**config.mk**
```make
export PLATFORM = sky130hd
export DESIGN_NAME = vx_mul16
export DESIGN_NICKNAME = d
export VERILOG_FILES = /design/src/rtl/vx_pkg.sv /design/src/rtl/vx_cell2.sv /design/src/rtl/vx_csel_add.sv /design/src/rtl/vx_node.sv /design/src/rtl/vx_mul16.sv
export SDC_FILE = /design/constraint.sdc
export NUM_CORES = 1
export LEC_CHECK = 0
export ABC_AREA = 1
export BUFFER_PORTS_ARGS = -buffer_cell sky130_fd_sc_hd__buf_2
export CAP_MARGIN = 20
export CORE_ASPECT_RATIO = 0.7
export CORE_UTILIZATION = 60
export DETAILED_ROUTE_END_ITERATION = 7
export GPL_TIMING_DRIVEN = 0
export PLACE_DENSITY = 0.81
export SLEW_MARGIN = 20
export SYNTH_ARGS = -nofsm -noshare
export SYNTH_HDL_FRONTEND = slang
export SYNTH_SLANG_ARGS = --single-unit
```
**constraint.sdc**
```tcl
create_clock -name vclk -period 11.2
set_input_delay 2.24 -clock vclk [all_inputs]
set_output_delay 2.24 -clock vclk [all_outputs]
set_load 0.05 [all_outputs]
```
**src/rtl/vx_pkg.sv**
```systemverilog
package vx_pkg;
  localparam int unsigned DEF_CSEL_BLK = 4;

  // width of carry-select block g in a w-bit adder split into blk-bit blocks
  function automatic int unsigned blk_width(int unsigned w, int unsigned blk, int unsigned g);
    int unsigned lo;
    lo = g * blk;
    return (w - lo < blk) ? (w - lo) : blk;
  endfunction
endpackage

```
**src/rtl/vx_cell2.sv**
```systemverilog
module vx_cell2 (
  input  logic [1:0] a_i,
  input  logic [1:0] b_i,
  output logic [3:0] p_o
);
  logic vert_lo, vert_hi, cross_a, cross_b, cross_c;

  assign vert_lo = a_i[0] & b_i[0];
  assign cross_a = a_i[1] & b_i[0];
  assign cross_b = a_i[0] & b_i[1];
  assign cross_c = cross_a & cross_b;
  assign vert_hi = a_i[1] & b_i[1];

  assign p_o[0] = vert_lo;
  assign p_o[1] = cross_a ^ cross_b;
  assign p_o[2] = vert_hi ^ cross_c;
  assign p_o[3] = vert_hi & cross_c;

  always_comb begin
    AST_CELL_EXACT: assert (p_o == 4'(a_i) * 4'(b_i)) else $error("cell2 product wrong");
  end
endmodule

```
**src/rtl/vx_csel_add.sv**
```systemverilog
module vx_csel_add #(
  parameter int unsigned W   = 8,
  parameter int unsigned BLK = vx_pkg::DEF_CSEL_BLK
) (
  input  logic [W-1:0] a_i,
  input  logic [W-1:0] b_i,
  input  logic         cin_i,
  output logic [W-1:0] sum_o,
  output logic         cout_o
);
  localparam int unsigned NB = (W + BLK - 1) / BLK;

  logic [NB:0] carry;
  assign carry[0] = cin_i;

  for (genvar g = 0; g < NB; g++) begin : g_blk
    localparam int unsigned LO = g * BLK;
    localparam int unsigned BW = vx_pkg::blk_width(W, BLK, g);
    logic [BW:0] sum_c0, sum_c1;
    // both carry-in assumptions computed in parallel, chosen by the incoming carry
    assign sum_c0 = {1'b0, a_i[LO +: BW]} + {1'b0, b_i[LO +: BW]};
    assign sum_c1 = {1'b0, a_i[LO +: BW]} + {1'b0, b_i[LO +: BW]} + (BW+1)'(1);
    assign sum_o[LO +: BW] = carry[g] ? sum_c1[BW-1:0] : sum_c0[BW-1:0];
    assign carry[g+1]      = carry[g] ? sum_c1[BW]     : sum_c0[BW];
  end

  assign cout_o = carry[NB];

  always_comb begin
    AST_CSEL_SUM: assert ({cout_o, sum_o} == (W+1)'(a_i) + (W+1)'(b_i) + (W+1)'(cin_i))
      else $error("carry-select sum wrong");
  end
endmodule

```
**src/rtl/vx_node.sv**
```systemverilog
module vx_node #(
  parameter int unsigned W   = 16,
  parameter int unsigned BLK = vx_pkg::DEF_CSEL_BLK
) (
  input  logic [W-1:0]   a_i,
  input  logic [W-1:0]   b_i,
  output logic [2*W-1:0] p_o
);
  localparam int unsigned PW = 2 * W;

  if (W == 2) begin : g_base
    vx_cell2 u_cell (.a_i(a_i), .b_i(b_i), .p_o(p_o));
  end else begin : g_split
    localparam int unsigned HW = W / 2;
    localparam int unsigned UW = W + HW;

    logic [W-1:0]  pp_ll, pp_hl, pp_lh, pp_hh;
    logic [W-1:0]  mid_sum;
    logic          mid_cout;
    logic [UW-1:0] up_x, up_y, up_sum;
    logic          up_cout;

    vx_node #(.W(HW), .BLK(BLK)) u_ll (.a_i(a_i[HW-1:0]), .b_i(b_i[HW-1:0]), .p_o(pp_ll));
    vx_node #(.W(HW), .BLK(BLK)) u_hl (.a_i(a_i[W-1:HW]), .b_i(b_i[HW-1:0]), .p_o(pp_hl));
    vx_node #(.W(HW), .BLK(BLK)) u_lh (.a_i(a_i[HW-1:0]), .b_i(b_i[W-1:HW]), .p_o(pp_lh));
    vx_node #(.W(HW), .BLK(BLK)) u_hh (.a_i(a_i[W-1:HW]), .b_i(b_i[W-1:HW]), .p_o(pp_hh));

    // crosswise sum at weight 2^HW
    vx_csel_add #(.W(W), .BLK(BLK)) u_mid (
      .a_i(pp_hl), .b_i(pp_lh), .cin_i(1'b0), .sum_o(mid_sum), .cout_o(mid_cout)
    );

    // high*high sits directly above the upper half of low*low; the low half of low*low bypasses
    assign up_x = {pp_hh, pp_ll[W-1:HW]};
    assign up_y = UW'({mid_cout, mid_sum});

    vx_csel_add #(.W(UW), .BLK(BLK)) u_up (
      .a_i(up_x), .b_i(up_y), .cin_i(1'b0), .sum_o(up_sum), .cout_o(up_cout)
    );

    assign p_o = {up_sum, pp_ll[HW-1:0]};

    always_comb begin
      AST_NO_OVERFLOW: assert (!up_cout) else $error("merge adder overflow");
      AST_NODE_LOW: assert (p_o[HW-1:0] == HW'(a_i[HW-1:0] * b_i[HW-1:0]))
        else $error("low half wrong");
    end
  end

  always_comb begin
    AST_NODE_EXACT: assert (p_o == PW'(a_i) * PW'(b_i)) else $error("node product wrong");
  end
endmodule

```
**src/rtl/vx_mul16.sv**
```systemverilog
module vx_mul16 #(
  parameter int unsigned WIDTH    = 16,
  parameter int unsigned CSEL_BLK = vx_pkg::DEF_CSEL_BLK
) (
  input  logic [WIDTH-1:0]   a_i,
  input  logic [WIDTH-1:0]   b_i,
  output logic [2*WIDTH-1:0] p_o
);
  vx_node #(.W(WIDTH), .BLK(CSEL_BLK)) u_root (.a_i(a_i), .b_i(b_i), .p_o(p_o));

  always_comb begin
    AST_ZERO_OPERAND: assert (!(a_i == '0 || b_i == '0) || p_o == '0)
      else $error("zero operand gave nonzero product");
  end
endmodule

```
After elaboration in Yosys (flattened, before gate mapping)
Cells that the tools add are included.
- bits in registers: 0
- input port bits: 32
- output and inout port bits: 32
- logic and storage cells: 676
- add/sub/neg operators: 113
- mux-type cells: 51
- bitwise gates (word level): 512
- operator list (cell ; count):
    $and 1x1->1 ; 384
    $add 4x4->5 ; 56
    $xor 1x1->1 ; 128
    $mux 4 ; 20
    $add 5x1->5 const B ; 15
    $add 2x1->2 ; 16
    $add 2x1->2 const B ; 16
    $mux 2 ; 16
    $add 4x1->4 const B ; 5
    $add 4x1->4 ; 4
    $mux 1 ; 15
    $add 4x1->5 ; 1

Logic depth before layout (Yosys ltp)
Gate-level depths: netlist (run 1).
- depth after elaboration: 22
- depth in mapped cells: 51
- gate-level depth less buffers: 49

Hierarchy
Synthesis (run 1) repeated with hierarchy kept, for this count alone.
- cells, all modules: 3547
- area total of the unflattened synthesis: 21887.2 um2
- by module, submodules not included (module ; times used ; cells an instance ; area an instance (um2) ; sequential area each (um2)):
    vx_csel_add at u_root.g_split.u_hh.g_split.u_hh.g_split.u_up ... ; 15 ; 56 ; 367.9 ; 0.0
    vx_cell2 ; 64 ; 11 ; 62.6 ; 0.0
    vx_csel_add at u_root.g_split.u_hh.g_split.u_up ... ; 4 ; 126 ; 783.3 ; 0.0
    vx_csel_add at u_root.g_split.u_hl.g_split.u_ll.g_split.u_mid ... ; 9 ; 45 ; 254.0 ; 0.0
    vx_csel_add at u_root.g_split.u_hh.g_split.u_mid ... ; 4 ; 79 ; 509.2 ; 0.0
    vx_csel_add at u_root.g_split.u_hh.g_split.u_hh.g_split.u_mid ... ; 7 ; 45 ; 262.8 ; 0.0
    vx_csel_add at u_root.g_split.u_up ; 1 ; 226 ; 1585.3 ; 0.0
    vx_csel_add at u_root.g_split.u_mid ; 1 ; 159 ; 1027.2 ; 0.0
    vx_csel_add at u_root.g_split.u_hl.g_split.u_lh.g_split.u_up ; 1 ; 57 ; 379.1 ; 0.0
    vx_node at u_root ... ; 21 ; 1 ; 3.8 ; 0.0

Least setup slack after synthesis (run 1)
Ideal clock, no wire load.
- kind: input-to-output
- start: input a_i[13]
- end: output p_o[26]
- arrival time: 10.006 ns
- path slack: -1.046 ns
- cell stages on the path: 45
- cells stage by stage: clkbuf_1 -> clkbuf_1 -> nand2_1 -> inv_1 -> ha_1 -> ha_1 -> ha_1 -> a21oi_1 -> nand2_1 -> xor2_1 -> ha_1 -> xnor2_1 -> fa_1 -> inv_1 -> ha_1 -> nand2_1 -> o21ai_0 -> inv_1 -> (+9 left out) -> ha_1 -> inv_1 -> fa_1 -> inv_1 -> ha_1 -> nand2_1 -> o21ai_1 -> fa_1 -> ha_1 -> inv_1 -> nor2_1 -> nand2_1 -> nand2_1 -> nand2_1 -> nand3_2 -> nand2_4 -> nor2_4 -> xor2_1
- longest elaborated chain between the ends: 21
- elaborated cells on any way between the ends: 102
- those cells by class: add/sub: 41; mux: 20; bitwise: 41
- ends and longest elaborated chain (what ; line ; text):
    from (decl) ; vx_mul16.sv:5 ; input logic [WIDTH-1:0] a_i,
    $and 1x1->1 ; vx_cell2.sv:9 ; assign cross_a = a_i[1] & b_i[0];
    $and 1x1->1 ; vx_cell2.sv:11 ; assign cross_c = cross_a & cross_b;
    $xor 1x1->1 or $and 1x1->1 (tied branches) ; vx_cell2.sv:16, vx_cell2.sv:17 ;
    $add 4x4->5 ; vx_csel_add.sv:21 ; assign sum_c0 = {1'b0, a_i[LO +: BW]} + {1'b0, b_i[LO +: BW]};
    $add 2x1->2 ; vx_csel_add.sv:21, vx_csel_add.sv:22 ;
    $add 2x1->2 ; vx_csel_add.sv:22 ; assign sum_c1 = {1'b0, a_i[LO +: BW]} + {1'b0, b_i[LO +: BW]} + (BW+1)'(1);
    $mux 2 ; vx_csel_add.sv:23 ; assign sum_o[LO +: BW] = carry[g] ? sum_c1[BW-1:0] : sum_c0[BW-1:0];
    $add 4x4->5 ; vx_csel_add.sv:21, vx_csel_add.sv:22 ;
    (+5 left out) ; n/a ;
    $mux 4 or $add 4x4->5 (tied branches) ; vx_csel_add.sv:23, vx_csel_add.sv:21, vx_csel_add.sv:22 ;
    $add 4x4->5 or $add 5x1->5 (tied branches) ; vx_csel_add.sv:21, vx_csel_add.sv:22 ;
    $add 5x1->5 (tied with other cells) ; vx_csel_add.sv:22 ;
    $mux 4 or $add 4x4->5 (tied branches) ; vx_csel_add.sv:23, vx_csel_add.sv:21, vx_csel_add.sv:22 ;
    $add 4x4->5 or $add 5x1->5 (tied branches) ; vx_csel_add.sv:21, vx_csel_add.sv:22 ;
    $add 5x1->5 or $mux 1 (tied branches) ; vx_csel_add.sv:22, vx_csel_add.sv:24 ;
    $mux 1 ; vx_csel_add.sv:24 ; assign carry[g+1] = carry[g] ? sum_c1[BW] : sum_c0[BW];
    $mux 4 * ; vx_csel_add.sv:23 ;
    to (decl) ; vx_mul16.sv:7 ; output logic [2*WIDTH-1:0] p_o
Mark *: on every way between the ends. The rest lies on a longest branch, timed or not.

Worst setup path in the final report (run 1)
- start: input b_i[4]
- end: output p_o[28]
- longest elaborated chain between the ends: 22
- elaborated cells on any way between the ends: 120
- those cells by class: add/sub: 47; mux: 25; bitwise: 48
- ends and longest elaborated chain (what ; line ; text):
    from (decl) ; vx_mul16.sv:6 ; input logic [WIDTH-1:0] b_i,
    $and 1x1->1 ; vx_cell2.sv:9 ;
    $and 1x1->1 ; vx_cell2.sv:11 ;
    $xor 1x1->1 or $and 1x1->1 (tied branches) ; vx_cell2.sv:16, vx_cell2.sv:17 ;
    $add 4x4->5 ; vx_csel_add.sv:21 ;
    $add 2x1->2 ; vx_csel_add.sv:21, vx_csel_add.sv:22 ;
    $add 2x1->2 ; vx_csel_add.sv:22 ;
    $mux 2 ; vx_csel_add.sv:23 ;
    $add 4x4->5 ; vx_csel_add.sv:21, vx_csel_add.sv:22 ;
    (+6 left out) ; n/a ;
    $add 4x4->5 or $add 5x1->5 (tied branches) ; vx_csel_add.sv:21, vx_csel_add.sv:22 ;
    $add 5x1->5 (tied with other cells) ; vx_csel_add.sv:22 ;
    $mux 4 or $add 4x4->5 (tied branches) ; vx_csel_add.sv:23, vx_csel_add.sv:21, vx_csel_add.sv:22 ;
    $add 4x4->5 or $add 5x1->5 (tied branches) ; vx_csel_add.sv:21, vx_csel_add.sv:22 ;
    $add 5x1->5 or $mux 1 (tied branches) ; vx_csel_add.sv:22, vx_csel_add.sv:24 ;
    $mux 1 ; vx_csel_add.sv:24 ;
    $mux 1 * ; vx_csel_add.sv:24 ;
    $mux 4 * ; vx_csel_add.sv:23 ;
Marks and branches as above.

==> results.ini, run 1 <==
[outcome]
violations = negative setup slack
status = finished, violations left

[timing]
timing.fmax_ghz = 0.0823
setup_tns_ns = -9.27
finalHoldViolCount = 0
worstMarginPinSlew_ns = 0.666
drv_slew = 0
min_period_over_period_pct = 108
min_period_ns = 12.15
max-slew-margin-rel_pct = 55.6
setup_ws_ns = -0.952
rsz0062_at_grt = true
setup_violations = 13

[final_layout]
n_fill_cell = 1432
register_area_um2 = 0
clkbuf_count = 0
fin_nets = 2632
drive_gt1_share_pct = 21.5
seq_cells = 0
layoutNonFillerInstCount = 2442
syn_to_final_growth_pct = 26.7
diodes = 0

[logic_synthesis]
synth_top_family_by_area = adder cells
synth.distinct_cells = 35
synth-seq-area-share_pct = 0
synthXorXnorAreaFrac_pct = 13.2
postSynthAreaPerCell_um2 = 6.71
synthSimpleGateAreaFrac_pct = 21.6
yosysWarnings = 0
synth_compound_area_share_pct = 5.84
syn_inst = 2024
yosys.area_share.adder_pct = 44.3
synthMuxAreaShare_pct = 0.0829
netlist_area_um2 = 13600
syn_nets = 2494

[setup_path]
worst_setup_path_end_kind = output pin
crit_buf_inv = 12
crit_type = input port to output pin
max_stage_delay_ns = 0.54
slowest_stage = fa_1
path_max_fanout = 7
path_delay_family = adder cells
arrival_ns = 9.91
crit_top_cell = nand2_1
crit_required_ns = 8.96
start_kind = input port

[floorplan]
dieWidth_um = 182
initial_core_util_pct = 61.9
die_area_um2 = 23300
die-height_um = 128
core_um2 = 22000
ios = 64
rows = 45

[grt]
grt_pass1_vias = 12657
grt_max_degree = 11
grt_remaining_overflow = 0
antenna_found_initial = 0
grtUsageTotal_pct = 31.1
grt_pass1_wl_mm = 59.3

[routing]
vias = 13264
drt-met1-wl_mm = 16.7
wl_met2_mm = 17.7
dr.max_layer_used = met4
drtAntennaViolNets = 0
dr.pass1.iters = 5
met3_length_mm = 3.78
vias_per_cell = 5.43
first_iter_violations = 921
wirelength_mm = 39.3
wire_per_inst_um = 16.1
drc_errors = 0

[clocking]
cts.hold.buffers_added = 0

[job]
cap_violations = 0

[hold_path]
min_path_type = input port to output pin

[placement]
place_inst = 2338
dp_hpwl_mm = 27.4
gp_congestion = 0.943
numPortBuffers = 32

[kinds of logic (layout without fill, tap and decap cells)]
family	Yosys count	after routing
simple gates	687	687
buf+inv	542	678
fa+ha+maj	438	438
xor+xnor	204	204
compound gates	152	152
mux	1	1
[routing by layer]
metal  vias to the layer above  GRT usage [%]
met5                         -              0
met4                         0           6.67
met3                       110           4.49
met2                       546           52.0
met1                      6116           42.6
li1                       6492              -
[cell usage in the layout (no fill, tap or decap), drive strengths merged, types with 2 or more instances in the layout]
cell      n
nand2   513
inv     476
ha      366
buf     142
xor2    131
nand3   123
a21oi    99
xnor2    73
fa       72
clkbuf   59
o21ai    44
nor2     33
nand3b    5
nand4     4
nor3      4
a21o      3
or2       3
o21a      2
o21bai    2
[path summary, 6_finish.rpt]
path | from | end | depth (start not counted) | slack, ns
min | b_i[0] | p_o[0] | 5 | 5.03
max | b_i[4] | p_o[28] | 46 | -0.95
[stage by stage]
step,hold WS (ns),cell area (µm²),setup WS (ns),util (%)
6_report,5.03,17200,-0.952,78.4
5_1_grt,5.05,17200,-1.26,78.4
4_1_cts,5.03,16400,-0.724,74.7
3_5_place_dp,5.08,14700,-1.50,66.8
3_3_place_gp,5.07,14700,-1.32,66.8
2_1_floorplan,4.88,14200,-0.396,-
[synth_stat cells (all sizes together) (2+ instances only)]
| master | n | share of area, % |
|---|---|---|
| nand3 | 123 | 4.8 |
| o21a | 2 | 0.11 |
| o21ai | 44 | 1.6 |
| inv | 476 | 13 |
| or2 | 3 | 0.14 |
| nor3 | 4 | 0.15 |
| clkbuf | 64 | 1.8 |
| xnor2 | 73 | 4.7 |
| nor2 | 33 | 1.1 |
| fa | 72 | 11 |
| xor2 | 131 | 8.5 |
| a21oi | 99 | 3.7 |
| nand4 | 4 | 0.18 |
| ha | 366 | 34 |
| a21o | 3 | 0.17 |
| o21bai | 2 | 0.11 |
| nand2 | 513 | 15 |
| nand3b | 5 | 0.28 |
[timing repair]
item,4_1_cts,5_1_grt
setup endpoints to repair,16,16
resized for setup,232,128
pin swaps,72,75
setup buffers,77,29
[area by class of cell]
type | count | area (µm²) | area share [%]
buffer | 65 | 1040 | 6.02
inverter | 477 | 1800 | 10.5
multi-input combinational | 1482 | 12900 | 75.1
tap | 282 | 353 | 2.05
timing repair buffer | 136 | 1100 | 6.40
Power of run 1 is left out: the tool's default activity adds up to more than one toggle a clock period on the data nets, which glitch-free logic cannot reach.
==> inputs of run 2 (changes only) <==
BUFFER_PORTS_ARGS = -buffer_cell sky130_fd_sc_hd__buf_4   (was -buffer_cell sky130_fd_sc_hd__buf_2)
==> run 2 against run 1 <==
Effect of this change: sequential share of layout area unchanged; non-clock buffer count decreased by 12; sequential cell count stayed put; the run still ends with negative setup slack left; critical path depth up 5.
==> results.ini, run 2 (same netlist as run 1, synthesis figures left out) <==
[timing]
min_period_over_period_pct = 108  ; -0.69 points
setup_ws_ns = -0.875  ; +0.0772 ns
rsz0062_at_grt = true
max-slew-margin-rel_pct = 51.1  ; -4.5 points
setup_violations = 13  ; unchanged
min_period_ns = 12.07  ; -0.0772 ns
finalHoldViolCount = 0  ; unchanged
timing.fmax_ghz = 0.0828  ; +0.64%
worstMarginPinSlew_ns = 0.733  ; +0.0672 ns
hold_ws_ns = 5.06  ; +0.0375 ns
drv_slew = 0  ; unchanged

[routing]
wire_per_inst_um = 16.7  ; +3.8%
wirelength_mm = 40.6  ; +3.3%
first_iter_violations = 971  ; +5.4%
vias_per_cell = 5.55  ; +2.1%
drc_errors = 0  ; unchanged
dr.pass1.iters = 6  ; +1
drtAntennaViolNets = 0  ; unchanged
vias = 13476  ; +1.6%

[setup_path]
start_kind = input port
crit_type = input port to output pin
cp-startpoint = b_i[5]
crit_top_cell = inv_2
arrival_ns = 9.83  ; -0.08 ns
slowest_stage = fa_1
crit_required_ns = 8.96  ; about the same
worst_setup_path_end_kind = output pin
path_max_fanout = 7  ; unchanged
max_stage_delay_ns = 0.57  ; +0.03 ns

[grt]
grt_pass1_wl_mm = 60.6  ; +2.1%
grt_remaining_overflow = 0  ; unchanged
grt_pass1_vias = 13047  ; +3.1%
grt_max_degree = 11  ; unchanged
grtUsageTotal_pct = 32.0  ; +0.84 points
antenna_found_initial = 0  ; unchanged

[placement]
dp_hpwl_mm = 28.0  ; +2.1%
gp_congestion = 0.931  ; -1.3%
numPortBuffers = 32  ; unchanged
place_area_um2 = 14800  ; +0.55%

[floorplan]
dieWidth_um = 182  ; unchanged
die_area_um2 = 23300  ; unchanged
die-height_um = 128  ; unchanged
initial_core_util_pct = 61.9  ; unchanged
core_um2 = 22000  ; unchanged
ios = 64  ; unchanged
rows = 45  ; unchanged

[final_layout]
fin_nets = 2620  ; -0.46%
register_area_um2 = 0  ; unchanged
postLayoutCellArea_um2 = 17300  ; +0.36%
final_common_cell = nand2_1
diodes = 0  ; unchanged
drive_gt1_share_pct = 21.6  ; +0.073 points
seq_cells = 0  ; unchanged
layout_common_cells = nand2_1 (454), inv_1 (430), ha_1 (310)
syn_to_final_growth_pct = 27.1
clkbuf_count = 0  ; unchanged

[outcome]
status = finished, violations left
violations = negative setup slack

[job]
cap_violations = 0  ; unchanged

[hold_path]
min_path_type = input port to output pin
hp-start = a_i[0]

[clocking]
cts.hold.buffers_added = 0  ; unchanged

run 2: cell count changes in the layout (fill, tap and decap cells not counted), sizes merged:
cell / change
clkbuf: -2
buf: -10
run 2: area by class of cell:
| type | count | area [µm²] |
|---|---|---|
| Fill cell | 1420 | 4690 |
| Inverter | 477 | 1800 |
| Multi-Input combinational cell | 1482 | 13000 |
| Timing Repair Buffer | 124 | 1050 |
| Tap cell | 282 | 353 |
| Buffer | 65 | 1050 |
run 2: per-layer routing:
layer / global-route usage, % / vias up / part of all wire, %
li1: - / 6453 / -
met1: 41.4 / 6266 / 42
met2: 54.3 / 588 / 45
met3: 5.23 / 169 / 8.7
met4: 10.6 / 0 / 4.2
met5: 0 / - / 0
run 2: repair_timing:
item,in CTS,in global routing
pin swaps,78,65
gates resized for setup,225,123
buffers inserted,76,16
setup endpoints to repair,16,17
run 2: metrics by stage:
step | cells | setup TNS (ns) | util, % | setup slack, ns
2_1_floorplan | 2024 | -2.89 | - | -0.396
3_3_place_gp | 2338 | -13.42 | 67.2 | -1.26
3_5_place_dp | 2338 | -16.72 | 67.2 | -1.45
4_1_cts | 2414 | -5.80 | 75.4 | -0.671
5_1_grt | 2430 | -12.67 | 78.7 | -1.14
6_report | 2430 | -8.90 | 78.7 | -0.875
run 2: path summary, 6_finish.rpt:
check,to,slack (ns),cells past startpoint
setup / recovery,p_o[31],-0.87,51
hold / removal,p_o[1],5.06,5
run 2: worst max-delay path: cells and delay by family:
kind                       cells  cell delay, ns
xor gates and xnor gates       4            0.51
and+or+nand+nor               16            1.22
AOI/OAI and AO/OA              4            0.57
buffers and inverters         16            1.45
adders and majority gates     11            3.83
Power of run 2 is left out for the same reason.
